File: src/rtl/adc_i2c_pkg.sv
package adc_i2c_pkg;

    localparam int BYTE_W = 8;
    localparam int CNT_W  = 4;
    localparam int CFG_W  = 6;
    localparam int RES_W  = 12;

    typedef enum logic [2:0] {
        ST_IDLE,
        ST_ADDR,
        ST_ADDR_ACK,
        ST_WR,
        ST_WR_ACK,
        ST_RD,
        ST_RD_ACK,
        ST_SKIP
    } link_state_e;

    typedef struct packed {
        link_state_e       st;
        logic [CNT_W-1:0]  bits;
        logic [BYTE_W-1:0] shift;
        logic [BYTE_W-1:0] tx;
        logic              rw;
        logic              oe;
        logic              sel;
        logic [1:0]        rd_idx;
        logic              mack;
        logic [CFG_W-1:0]  cfg;
    } link_t;

endpackage

File: src/rtl/i2c_line_cond.sv
module i2c_line_cond #(
    parameter int SYNC_STAGES = 2
) (
    input  logic clk,
    input  logic rst_n,
    input  logic scl_i,
    input  logic sda_i,
    output logic scl_lvl,
    output logic sda_lvl,
    output logic scl_rise,
    output logic scl_fall,
    output logic start_det,
    output logic stop_det
);
    localparam int SH_W = SYNC_STAGES + 1;

    logic [SH_W-1:0] scl_sh_q, scl_sh_d;
    logic [SH_W-1:0] sda_sh_q, sda_sh_d;
    logic scl_prev, sda_prev;

    always_comb begin
        scl_sh_d = {scl_sh_q[SH_W-2:0], scl_i};
        sda_sh_d = {sda_sh_q[SH_W-2:0], sda_i};
    end

    always_ff @(posedge clk or negedge rst_n) begin
        if (!rst_n) begin
            scl_sh_q <= '1;
            sda_sh_q <= '1;
        end else begin
            scl_sh_q <= scl_sh_d;
            sda_sh_q <= sda_sh_d;
        end
    end

    assign scl_lvl   = scl_sh_q[SYNC_STAGES-1];
    assign sda_lvl   = sda_sh_q[SYNC_STAGES-1];
    assign scl_prev  = scl_sh_q[SYNC_STAGES];
    assign sda_prev  = sda_sh_q[SYNC_STAGES];
    assign scl_rise  = scl_lvl & ~scl_prev;
    assign scl_fall  = ~scl_lvl & scl_prev;
    assign start_det = scl_lvl & scl_prev & sda_prev & ~sda_lvl;
    assign stop_det  = scl_lvl & scl_prev & ~sda_prev & sda_lvl;

endmodule

File: src/rtl/conv_timer.sv
module conv_timer #(
    parameter int CONV_CYCLES = 200,
    parameter int RES_W       = 12
) (
    input  logic             clk,
    input  logic             rst_n,
    input  logic             go_i,
    input  logic [RES_W-1:0] result_i,
    output logic             busy_o,
    output logic [RES_W-1:0] result_o
);
    localparam int TW = $clog2(CONV_CYCLES + 1);

    logic [TW-1:0]    cnt_q, cnt_d;
    logic [RES_W-1:0] res_q, res_d;

    always_comb begin
        cnt_d = cnt_q;
        res_d = res_q;
        if (cnt_q != '0) begin
            cnt_d = cnt_q - TW'(1);
            if (cnt_q == TW'(1)) res_d = result_i;
        end else if (go_i) begin
            cnt_d = TW'(CONV_CYCLES);
        end
    end

    always_ff @(posedge clk or negedge rst_n) begin
        if (!rst_n) begin
            cnt_q <= '0;
            res_q <= '0;
        end else begin
            cnt_q <= cnt_d;
            res_q <= res_d;
        end
    end

    assign busy_o   = (cnt_q != '0);
    assign result_o = res_q;

endmodule

File: src/rtl/adc_i2c_slave.sv
module adc_i2c_slave
    import adc_i2c_pkg::*;
#(
    parameter logic [6:0] BASE_ADDR   = 7'h08,
    parameter int         NUM_ADDR    = 9,
    parameter int         CONV_CYCLES = 200,
    parameter int         SYNC_STAGES = 2
) (
    input  logic             clk,
    input  logic             rst_n,
    input  logic             scl_i,
    input  logic             sda_i,
    input  logic [3:0]       addr_sel_i,
    input  logic [RES_W-1:0] result_i,
    output logic             sda_oe_o,
    output logic [CFG_W-1:0] cfg_o,
    output logic             busy_o,
    output logic             conv_start_o
);
    localparam logic [3:0] SEL_MAX = 4'(NUM_ADDR - 1);
    localparam logic [CNT_W-1:0] LAST_BIT = CNT_W'(BYTE_W);

    logic scl_lvl, sda_lvl, scl_rise, scl_fall, start_det, stop_det;
    logic [RES_W-1:0] res_w;
    logic [3:0]       sel_c;
    logic [6:0]       my_addr;
    logic             conv_go;
    link_t            q, d;

    i2c_line_cond #(.SYNC_STAGES(SYNC_STAGES)) u_cond (
        .clk(clk), .rst_n(rst_n), .scl_i(scl_i), .sda_i(sda_i),
        .scl_lvl(scl_lvl), .sda_lvl(sda_lvl), .scl_rise(scl_rise),
        .scl_fall(scl_fall), .start_det(start_det), .stop_det(stop_det)
    );

    conv_timer #(.CONV_CYCLES(CONV_CYCLES), .RES_W(RES_W)) u_timer (
        .clk(clk), .rst_n(rst_n), .go_i(conv_go), .result_i(result_i),
        .busy_o(busy_o), .result_o(res_w)
    );

    always_comb begin
        sel_c   = (addr_sel_i > SEL_MAX) ? SEL_MAX : addr_sel_i;
        my_addr = BASE_ADDR + 7'(sel_c);
    end

    always_comb begin
        d       = q;
        conv_go = 1'b0;
        if (start_det) begin
            d.st   = ST_ADDR;
            d.bits = '0;
            d.oe   = 1'b0;
        end else if (stop_det) begin
            d.st    = ST_IDLE;
            d.bits  = '0;
            d.oe    = 1'b0;
            d.sel   = 1'b0;
            conv_go = q.sel;
        end else begin
            case (q.st)
                ST_ADDR, ST_WR: begin
                    if (scl_rise && q.bits < LAST_BIT) begin
                        d.shift = {q.shift[BYTE_W-2:0], sda_lvl};
                        d.bits  = q.bits + CNT_W'(1);
                    end else if (scl_fall && q.bits == LAST_BIT) begin
                        if (q.st == ST_ADDR) begin
                            if (q.shift[7:1] == my_addr && !busy_o) begin
                                d.oe  = 1'b1;
                                d.rw  = q.shift[0];
                                d.sel = 1'b1;
                                d.st  = ST_ADDR_ACK;
                            end else begin
                                d.st = ST_SKIP;
                            end
                        end else begin
                            d.cfg = q.shift[BYTE_W-1:BYTE_W-CFG_W];
                            d.oe  = 1'b1;
                            d.st  = ST_WR_ACK;
                        end
                    end
                end
                ST_ADDR_ACK: begin
                    if (scl_fall) begin
                        d.bits = '0;
                        if (q.rw) begin
                            d.tx     = res_w[RES_W-1:RES_W-BYTE_W];
                            d.oe     = ~res_w[RES_W-1];
                            d.rd_idx = 2'd0;
                            d.st     = ST_RD;
                        end else begin
                            d.oe = 1'b0;
                            d.st = ST_WR;
                        end
                    end
                end
                ST_WR_ACK: begin
                    if (scl_fall) begin
                        d.oe   = 1'b0;
                        d.bits = '0;
                        d.st   = ST_WR;
                    end
                end
                ST_RD: begin
                    if (scl_rise) begin
                        d.bits = q.bits + CNT_W'(1);
                    end else if (scl_fall) begin
                        if (q.bits == LAST_BIT) begin
                            d.oe = 1'b0;
                            d.st = ST_RD_ACK;
                        end else begin
                            d.tx = {q.tx[BYTE_W-2:0], 1'b1};
                            d.oe = ~q.tx[BYTE_W-2];
                        end
                    end
                end
                ST_RD_ACK: begin
                    if (scl_rise) begin
                        d.mack = ~sda_lvl;
                    end else if (scl_fall) begin
                        if (q.mack) begin
                            d.tx     = (q.rd_idx == 2'd0) ?
                                       {res_w[RES_W-BYTE_W-1:0], {(2*BYTE_W-RES_W){1'b0}}} :
                                       {BYTE_W{1'b1}};
                            d.oe     = (q.rd_idx == 2'd0) ? ~res_w[RES_W-BYTE_W-1] : 1'b0;
                            d.rd_idx = (q.rd_idx == 2'd3) ? q.rd_idx : q.rd_idx + 2'd1;
                            d.bits   = '0;
                            d.st     = ST_RD;
                        end else begin
                            d.oe = 1'b0;
                            d.st = ST_SKIP;
                        end
                    end
                end
                default: ;
            endcase
        end
    end

    always_ff @(posedge clk or negedge rst_n) begin
        if (!rst_n) q <= '0;
        else        q <= d;
    end

    assign sda_oe_o     = q.oe;
    assign cfg_o        = q.cfg;
    assign conv_start_o = conv_go;

endmodule

File: config.mk
export PLATFORM = sky130hd
export DESIGN_NAME = adc_i2c_slave
export DESIGN_NICKNAME = d
export VERILOG_FILES = /design/src/rtl/adc_i2c_pkg.sv /design/src/rtl/i2c_line_cond.sv /design/src/rtl/conv_timer.sv /design/src/rtl/adc_i2c_slave.sv
export SDC_FILE = /design/constraint.sdc
export NUM_CORES = 1
export LEC_CHECK = 0
export ABC_CLOCK_PERIOD_IN_PS = 2600
export BUFFER_PORTS_ARGS = -buffer_cell sky130_fd_sc_hd__buf_2
export CAP_MARGIN = 30
export CORE_MARGIN = 5
export CORE_UTILIZATION = 59
export DETAILED_ROUTE_END_ITERATION = 16
export PLACE_DENSITY = 0.89
export SYNTH_ARGS = -nofsm -noshare
export SYNTH_HDL_FRONTEND = slang
export SYNTH_SLANG_ARGS = --single-unit
File: constraint.sdc
create_clock -name clk -period 2.6 [get_ports clk]
set_input_delay 0.13 -clock clk [delete_from_list [all_inputs] [get_ports clk]]
set_output_delay 0.13 -clock clk [all_outputs]
set_load 0.005 [all_outputs]
==> qor.yml, run 1 <==
status: "finished, final reports clean"
clkPwrFrac: 0.227
final_cell_mix: "54 x dfrtp_1, 28 x mux2_2, 28 x buf_2"
place_hpwl_um: 4230
dr.pass1.iters: 4
critPathLaunchType: "flop"
synth_cell_type_count: 55
ys_seq_area_frac: 0.496
drcViolationCount: 0
synth_area_sq_um: 3040
arrival_ns: 2.49
syn_area_per_cell_sq_um: 11.1
area_growth_pct: 12.3
layout_commonest_cell: "dfrtp_1"
slew-limit-headroom: 0.570
switchingPower_mw: 1.15
rows: 26
cts_setup_buffers: 0
crit_type: "reg -> reg"
grt_pass1_vias: 2276
die_h_um: 81.8
hold_class: "in -> reg"
numClockSinks: 60
pre_cts_ws_ns: 0.356
finalCritPeriodShare: 0.877
start_util: 0.600
synthFlopType: "dfrtp_1"
placed_area_sq_um: 3220
async_flop_share: 1.00
clk_pin_slew_ns: 0.07
rrSetupSlack_ns: 0.32
drive_gt1_frac: 0.285
worst_slew_pin_slew_ns: 0.635
clk_path_buf_depth: 2
final_max_slew_viol_count: 0
powerDensity_nw_per_um2: 957
cts_tree: "done"
finalSetupViolations: 0
rsz0062_at_grt: "false"
critPathRequiredTime_ns: 2.81
regArea_sq_um: 1510
root_buffer: "clkbuf_8"
yosys_warnings: 0
hp-start: "result_i[1]"
core_sq_um: 5070
hold_viol: 0
rr_endpoint: "q[11]"
rr_startpoint: "u_timer.cnt_q[0]"
synth_edf_count: 0
track_usage: 0.205
antenna_left: 0
fin_crit_ns: 2.28
io_buffers: 28
via_per_inst: 5.84
clk_latency_ns: 0.33
final_nets: 330
multi_input_comb_area_sq_um: 1380
combPwrFrac: 0.288
antenna_cells: 0
worst_slack_ns: 0.320
fmax_mhz: 439
final_core_util: 0.674
p_total_mw: 3.27
die_x_um: 81.8
finClkSkew_ns: 0.00759
hold_end: "u_timer.result_o[1]"
internal-power_mw: 2.12
ys_seq_elements: 60
leakage_nw: 1.55
cp-end-kind: "flop"
critPathMaxFanout: 8
whs_path_depth: 2
fillers: 382
tritoncts.num_buffers: 9
switching_share: 0.352
gr-total-overflow: 0
wire_per_inst_um: 15.8
grt_start_max_net_pins: 38
ir_worst_vdd_v: 0.000537
drt_iter0_drc: 148
wl_um: 5990
ios: 29
grt_pass1_wl_um: 10300
netlist_instances: 274
syn_nets: 300
fin_area_sq_um: 3420
fin_setup_tns_ns: 0
die_area_sq_um: 6700
rr_worst_depth: 7
globalplace.congestion: 0.895
p_seq_frac: 0.486
antenna_found_initial: 0
num_vias: 2212
max-cap-violations: 0
cts_max_level: 3
[through the flow]
stage               hold slack, ns  std cells
floorplan                   -0.166        274
global placement             0.235        359
detailed placement          0.0308        360
CTS                         0.0185        379
global route                0.0122        379
finish                      0.0311        379
[state kept, by name, indices dropped and copies added (netlist names)]
register,count
cfg_o,6
q,27
sda_oe_o,1
u_cond.scl_sh_q,3
u_cond.sda_sh_q,3
u_timer.cnt_q,8
u_timer.result_o,12
[power groups by stage]
| stage | Clock [mW] | Sequential (mW) | Combinational (mW) |
|---|---|---|---|
| global placement | 0 | 1.57 | 0.872 |
| CTS | 0.757 | 1.58 | 0.944 |
| detailed placement | 0 | 1.59 | 0.930 |
| floorplan | 0 | 1.45 | 0.811 |
| finish | 0.741 | 1.59 | 0.941 |
| global route | 0.800 | 1.64 | 1.07 |
[final cells by class]
| cell class | count | share of cell area |
|---|---|---|
| sequential | 60 | 0.441 |
| multi-input combinational | 183 | 0.404 |
| timing repair buffer | 35 | 0.0622 |
| clock buffer | 14 | 0.0476 |
| tap | 70 | 0.0256 |
| inverter | 15 | 0.0165 |
| clock inverter | 2 | 0.00293 |
[routing by layer]
metal | wire length (um) | track usage | vias to the layer above
met4 | 104 | 0.0963 | 0
met3 | 267 | 0.0548 | 12
li1 | - | - | 1059
met2 | 3030 | 0.337 | 54
met1 | 2590 | 0.249 | 1087
met5 | 0 | 0 | -
[repair_timing]
action	4_1_cts	5_1_grt
hold buffers	3	0
gates resized for setup	0	0
hold endpoints to repair	49	0
[Yosys cell counts, drive strengths merged (2+ instances only)]
cell type	instances	area (sq um)
dfrtp	54	1350
mux2	29	327
o21ai	22	110
nand2	19	71.3
inv	15	56.3
buf	13	85.1
nor2	10	37.5
nor2b	10	62.6
a21oi	8	40.0
nand3	8	40.0
a221oi	6	52.6
dfstp	6	158
ha	6	75.1
nor3	6	63.8
nand2b	5	31.3
a22o	4	35.0
and2	4	25.0
nor4	4	46.3
o31ai	4	30.0
a211oi	3	22.5
a31oi	3	18.8
clkbuf	3	12.5
o2111ai	3	43.8
or3	3	18.8
a21o	2	15.0
nand4b	2	17.5
nor3b	2	15.0
o211a	2	20.0
o211ai	2	15.0
or3b	2	17.5
[kinds of logic after synthesis]
family          count (synthesis)  synth area share
buf+inv                        31            0.0505
fa+ha+maj                       6            0.0247
compound gates                 65             0.153
xor+xnor                        1           0.00288
flops                          60             0.496
simple gates                   81             0.163
mux                            30             0.111
[worst max-delay path by stage]
stage / startpoint / to / depth (start not counted)
after floorplan: u_timer.cnt_q[0] / q[11] / 8
after detailed placement: u_timer.cnt_q[0] / q[11] / 7
after global placement: u_timer.cnt_q[0] / q[11] / 7
final: u_timer.cnt_q[0] / q[11] / 7
after global routing: u_timer.cnt_q[0] / q[11] / 7
after CTS: u_timer.cnt_q[0] / q[11] / 7
[worst max-delay path, stage by stage, from the launching register on]
cell and delay (ns):
dfrtp_1 0.42, inv_1 0.10, ha_1 0.22, nor3b_1 0.25, and2_1 0.37, o2111ai_4 0.21, nor3_4 0.25, mux2_1 0.33
(Power assumes the default switching activity.)
==> run 2, diff against run 1 <==
--- a/config.mk
+++ b/config.mk
@@ -5,13 +5,13 @@
 export SDC_FILE = /design/constraint.sdc
 export NUM_CORES = 1
 export LEC_CHECK = 0
-export ABC_CLOCK_PERIOD_IN_PS = 2600
+export ABC_CLOCK_PERIOD_IN_PS = 2500
 export BUFFER_PORTS_ARGS = -buffer_cell sky130_fd_sc_hd__buf_2
 export CAP_MARGIN = 30
 export CORE_MARGIN = 5
 export CORE_UTILIZATION = 59
 export DETAILED_ROUTE_END_ITERATION = 16
-export PLACE_DENSITY = 0.89
+export PLACE_DENSITY = 0.82
 export SYNTH_ARGS = -nofsm -noshare
 export SYNTH_HDL_FRONTEND = slang
 export SYNTH_SLANG_ARGS = --single-unit
==> constraint.sdc (replaced) <==
create_clock -name clk -period 2.5 [get_ports clk]
set_input_delay 0.125 -clock clk [delete_from_list [all_inputs] [get_ports clk]]
set_output_delay 0.125 -clock clk [all_outputs]
set_load 0.005 [all_outputs]
==> run 2 against run 1 <==
Effect of this change: via count fell by 0.86%; clock power rose by 16%; critical endpoint unchanged; largest cell class unchanged; die area did not move; highest routed layer unchanged; wire length fell by 2.8%; maximum frequency grew 8.6%; power up 6.3%.
==> qor.yml, run 2 (synthesis results as in run 1) <==
status: "finished, final reports clean"
clk_pin_slew_ns: 0.06  # about the same
dp.cells: 359  # -0.28%
track_usage: 0.202  # -0.00276
grt_pass1_wl_um: 10100  # -1.6%
placed_area_sq_um: 3200  # -0.62%
critPathRequiredTime_ns: 2.71  # -0.10 ns
final_cell_mix: "54 x dfrtp_1, 28 x mux2_2, 28 x buf_2"
fin_cells: 378  # -0.26%
critPathMaxFanout: 5  # -3
grt_start_max_net_pins: 61  # +61%
dr.pass1.iters: 4  # unchanged
crit_type: "reg -> reg"
ios: 29  # unchanged
grt_pass1_vias: 2181  # -4.2%
wl_um: 5820  # -2.8%
rsz0062_at_grt: "false"
layout_commonest_cell: "dfrtp_1"
clk_latency_ns: 0.33  # about the same
tritoncts.num_buffers: 9  # unchanged
start_util: 0.600  # unchanged
drive_gt1_frac: 0.282  # -0.00232
antenna_left: 0  # unchanged
fin_setup_tns_ns: 0  # unchanged
num_vias: 2193  # -0.86%
die_area_sq_um: 6700  # unchanged
die_x_um: 81.8  # unchanged
hold_class: "in -> reg"
final_nets: 329  # -0.30%
clk_path_buf_depth: 2  # unchanged
finalCritPeriodShare: 0.840  # -0.0369
via_per_inst: 5.80  # -0.60%
fmax_mhz: 476  # +8.6%
max-cap-violations: 0  # unchanged
critPathLaunchType: "flop"
core_sq_um: 5070  # unchanged
rows: 26  # unchanged
leakage_nw: 1.55  # about the same
antenna_found_initial: 0  # unchanged
antenna_cells: 0  # unchanged
worst_slew_pin_slew_ns: 0.739  # +0.104 ns
fillers: 414  # +8.4%
die_h_um: 81.8  # unchanged
slew-limit-headroom: 0.507  # -0.0626
powerDensity_nw_per_um2: 1020  # +6.1%
regArea_sq_um: 1510  # unchanged
fin_area_sq_um: 3420  # +0.15%
io_buffers: 28  # unchanged
fin_crit_ns: 2.10  # -0.180 ns
multi_input_comb_area_sq_um: 1380  # unchanged
arrival_ns: 2.31  # -0.18 ns
wire_per_inst_um: 15.4  # -2.6%
cts_max_level: 3  # unchanged
numClockSinks: 60  # unchanged
finalSetupViolations: 0  # unchanged
largest_register: "q"
cts_tree: "done"
gr-total-overflow: 0  # unchanged
ir_worst_vdd_v: 0.000596  # +11%
hold_viol: 0  # unchanged
place_hpwl_um: 4140  # -2.1%
final_max_slew_viol_count: 0  # unchanged
largest_reg_flops: 27  # unchanged
drt_iter0_drc: 223  # +51%
globalplace.congestion: 0.817  # -8.8%
cp-end-kind: "flop"
area_growth_pct: 12.5
cts_setup_buffers: 0  # unchanged
drcViolationCount: 0  # unchanged
root_buffer: "clkbuf_8"
finClkSkew_ns: 0.00938  # +0.00179 ns
-- run 2: layout make-up --
type / instances / area share
sequential: 60 / 0.441
clock inverter: 2 / 0.0102
clock buffer: 14 / 0.0475
multi-input combinational: 183 / 0.403
inverter: 15 / 0.0164
tap: 70 / 0.0256
timing repair buffer: 34 / 0.0563
-- run 2: worst paths after layout --
check                                        start             endpoint  slack [ns]  depth (start not counted)
worst max-delay path              u_timer.cnt_q[0]                q[11]        0.40                          7
worst min-delay path                   result_i[9]  u_timer.result_o[9]        0.02                          2
worst max register to register    u_timer.cnt_q[0]                q[11]        0.40                          7
worst min register to register  u_cond.scl_sh_q[0]   u_cond.scl_sh_q[1]        0.36                          0
max in group asynchronous                    rst_n                q[20]        1.53                          3
min in group asynchronous                    rst_n             cfg_o[1]        0.46                          3
-- run 2: layer usage --
metal | track usage | vias up | part of all wire
li1 | - | 1049 | -
met1 | 0.256 | 1074 | 0.42
met3 | 0.0548 | 6 | 0.050
met4 | 0.0781 | 0 | 0.0093
met5 | 0 | - | 0
met2 | 0.329 | 64 | 0.52
-- run 2: report_power, final --
part / internal (mW) / switching, mW
clock network: 0.514 / 0.344
logic: 0.485 / 0.485
registers: 1.30 / 0.344
-- run 2: worst max-delay path, stage by stage, from the launching register on --
cell and delay [ns]:
dfrtp_1 0.42, inv_1 0.09, ha_1 0.21, nor3b_1 0.25
and2_1 0.25, o2111ai_4 0.17, nor3_4 0.24, mux2_1 0.34
-- run 2: stage by stage --
step           setup WS [ns]   util  hold WS [ns]  total power, mW
5_1_grt                0.231  0.675       0.00101             3.73
4_1_cts                0.392  0.675        0.0124             3.50
2_1_floorplan          0.551      -        -0.171             2.36
3_5_place_dp           0.439  0.630         0.234             2.63
3_3_place_gp           0.520  0.630         0.230             2.55
6_report               0.400  0.675        0.0178             3.48
-- run 2: what timing repair did --
item / in CTS / in global routing
resized for setup: 0 / 0
endpoints found under the hold margin: 56 / 0
hold buffers: 3 / 0
==> run 3, diff against run 2 <==
--- a/config.mk
+++ b/config.mk
@@ -5,13 +5,13 @@
 export SDC_FILE = /design/constraint.sdc
 export NUM_CORES = 1
 export LEC_CHECK = 0
-export ABC_CLOCK_PERIOD_IN_PS = 2500
+export ABC_CLOCK_PERIOD_IN_PS = 1790
 export BUFFER_PORTS_ARGS = -buffer_cell sky130_fd_sc_hd__buf_2
 export CAP_MARGIN = 30
 export CORE_MARGIN = 5
-export CORE_UTILIZATION = 59
+export CORE_UTILIZATION = 53
 export DETAILED_ROUTE_END_ITERATION = 16
-export PLACE_DENSITY = 0.82
+export PLACE_DENSITY = 0.78
 export SYNTH_ARGS = -nofsm -noshare
 export SYNTH_HDL_FRONTEND = slang
 export SYNTH_SLANG_ARGS = --single-unit
==> constraint.sdc (replaced) <==
create_clock -name clk -period 1.79 [get_ports clk]
set_input_delay 0.0895 -clock clk [delete_from_list [all_inputs] [get_ports clk]]
set_output_delay 0.0895 -clock clk [all_outputs]
set_load 0.005 [all_outputs]
==> run 3 against run 2 <==
Effect of this change: the run now ends with negative setup slack left; maximum frequency rose by 15%; clock power rose by 75%; combinational power rose by 120%; design area rose by 19%; worst setup slack got worse by 0.43 ns; count of clock-buffer cells in the layout fell by 2; critical endpoint is now cfg_o[0]; largest cell class is now multi-input gates; largest power group unchanged; highest routed layer unchanged.
==> qor.yml, run 3 (synthesis results as in run 1) <==
status: "finished with violations"
violations: "negative setup slack"
rrSetupSlack_ns: -0.03  # -0.43 ns
rr_worst_depth: 7  # unchanged
multi_input_comb_area_sq_um: 1530  # +11%
ios: 29  # unchanged
area_growth_pct: 34.2
antenna_left: 0  # unchanged
clk_path_buf_depth: 2  # unchanged
critPathMaxFanout: 2  # -3
rr_endpoint: "cfg_o[0]"
start_util: 0.549  # -0.0504
rows: 27  # +3.8%
die_x_um: 85.8  # +4.8%
finalCritPeriodShare: 1.02  # +0.176
critPathLaunchType: "flop"
root_buffer: "clkbuf_8"
grt_pass1_vias: 2356  # +8.0%
layout_commonest_cell: "dfrtp_1"
slowest_stage: "dfrtp_1"
fin_crit_ns: 1.82  # -0.281 ns
regArea_sq_um: 1510  # +0.25%
finalSetupViolations: 4  # +4
via_per_inst: 5.54  # -4.6%
cts_tree: "done"
leakage_nw: 1.86  # +20%
clk_latency_ns: 0.34  # about the same
core_sq_um: 5540  # +9.2%
dr.pass1.iters: 4  # unchanged
max-cap-violations: 0  # unchanged
numClockSinks: 60  # unchanged
gr-total-overflow: 0  # unchanged
cp_slowest_stage_delay_ns: 0.40  # -0.02 ns
ir_worst_vdd_v: 0.000924  # +55%
track_usage: 0.188  # -0.0135
grt_start_max_net_pins: 24  # -61%
io_buffers: 28  # unchanged
antenna_found_initial: 0  # unchanged
critPathRequiredTime_ns: 2.02  # -0.69 ns
wire_per_inst_um: 15.8  # +2.3%
rr_startpoint: "q[28]"
final_core_util: 0.738  # +0.0628
finClkSkew_ns: 0.00587  # -0.00351 ns
tritoncts.num_buffers: 9  # unchanged
powerDensity_nw_per_um2: 1430  # +41%
globalplace.congestion: 0.858  # +5.0%
drt_iter0_drc: 179  # -20%
die_h_um: 85.8  # +4.8%
cp-end-kind: "flop"
rsz0062_at_grt: "true"
critical_path.top_delay_family: "simple AND/OR/NAND/NOR gates"
largest_reg_flops: 27  # unchanged
fin_setup_tns_ns: -0.0554  # -0.0554 ns
clk_pin_slew_ns: 0.07  # about the same
hold_class: "in -> async"
fmax_mhz: 550  # +15%
die_area_sq_um: 7360  # +9.9%
cts_max_level: 3  # unchanged
worst_slew_pin_slew_ns: 0.514  # -0.225 ns
final_nets: 383  # +16%
final_cell_mix: "51 x dfrtp_1, 40 x buf_4, 28 x buf_2"
place_hpwl_um: 4440  # +7.3%
wl_um: 6840  # +18%
drive_gt1_frac: 0.425  # +0.143
largest_register: "q"
grt_pass1_wl_um: 10900  # +7.7%
arrival_ns: 2.04  # -0.27 ns
holdWs_ns: 0.252  # +0.234 ns
hold_viol: 0  # unchanged
crit_type: "reg -> reg"
num_vias: 2403  # +9.6%
worst-path-buf-inv: 2  # +1
fillers: 385  # -7.0%
slew-limit-headroom: 0.658  # +0.150
antenna_cells: 0  # unchanged
final_max_slew_viol_count: 0  # unchanged
worst_slack_ns: -0.0291  # -0.429 ns
drcViolationCount: 0  # unchanged
critical_path.cell_chain: "inv_2 > ha_4 > nand3b_1 > or2_4 > nor3_4 > buf_4 > mux2_2"
-- run 3: area by class of cell --
cell class | instances | area share
timing repair buffer | 88 | 0.160
clock inverter | 4 | 0.0239
inverter | 15 | 0.0138
tap | 72 | 0.0220
sequential | 60 | 0.370
clock buffer | 12 | 0.0355
multi-input combinational | 183 | 0.374
-- run 3: how the worst max path moves through the flow --
stage                           startpoint  endpoint  slack [ns]  cells after the start
after floorplan           u_timer.cnt_q[0]     q[11]       -0.02                      8
after global placement               q[29]  cfg_o[5]        0.04                      7
after CTS                            q[28]  sda_oe_o        0.01                      8
after global routing                 q[28]  sda_oe_o       -0.08                      8
after detailed placement             q[28]  cfg_o[5]       -0.06                      7
final                                q[28]  cfg_o[0]       -0.03                      7
-- run 3: layer usage --
layer | vias to the layer above | global-route usage | routed length [um]
met3 | 15 | 0.0461 | 291
met4 | 0 | 0.0777 | 138
met5 | - | 0 | 0
met2 | 49 | 0.285 | 3310
met1 | 1182 | 0.260 | 3100
li1 | 1157 | - | -
-- run 3: through the flow --
step	total power, mW	setup slack [ns]	area [sq um]	std cells
4_1_cts	5.58	0.0110	3910	427
3_3_place_gp	3.90	0.0359	3480	395
2_1_floorplan	3.30	-0.0200	3060	274
6_report	5.85	-0.0291	4090	434
5_1_grt	6.21	-0.0796	4090	434
3_5_place_dp	4.00	-0.0589	3480	395
-- run 3: worst reg2reg max path, stage by stage (launching register included) --
cell and delay, ns:
dfrtp_1 0.40, inv_2 0.10, ha_4 0.14, nand3b_1 0.13, or2_4 0.29, nor3_4 0.18
buf_4 0.16, mux2_2 0.32
-- run 3: repair_timing --
| action | 4_1_cts | 5_1_grt |
|---|---|---|
| hold buffers | 15 | 0 |
| pin swaps | 0 | 3 |
| setup buffers | 1 | 7 |
| hold endpoints to repair | 29 | 0 |
| resized for setup | 8 | 31 |
| setup endpoints to repair | 9 | 29 |
-- run 3: where the power goes --
| group | switching, mW | internal, mW |
|---|---|---|
| clock | 0.534 | 0.964 |
| sequential | 0.405 | 1.83 |
| combinational | 0.997 | 1.12 |
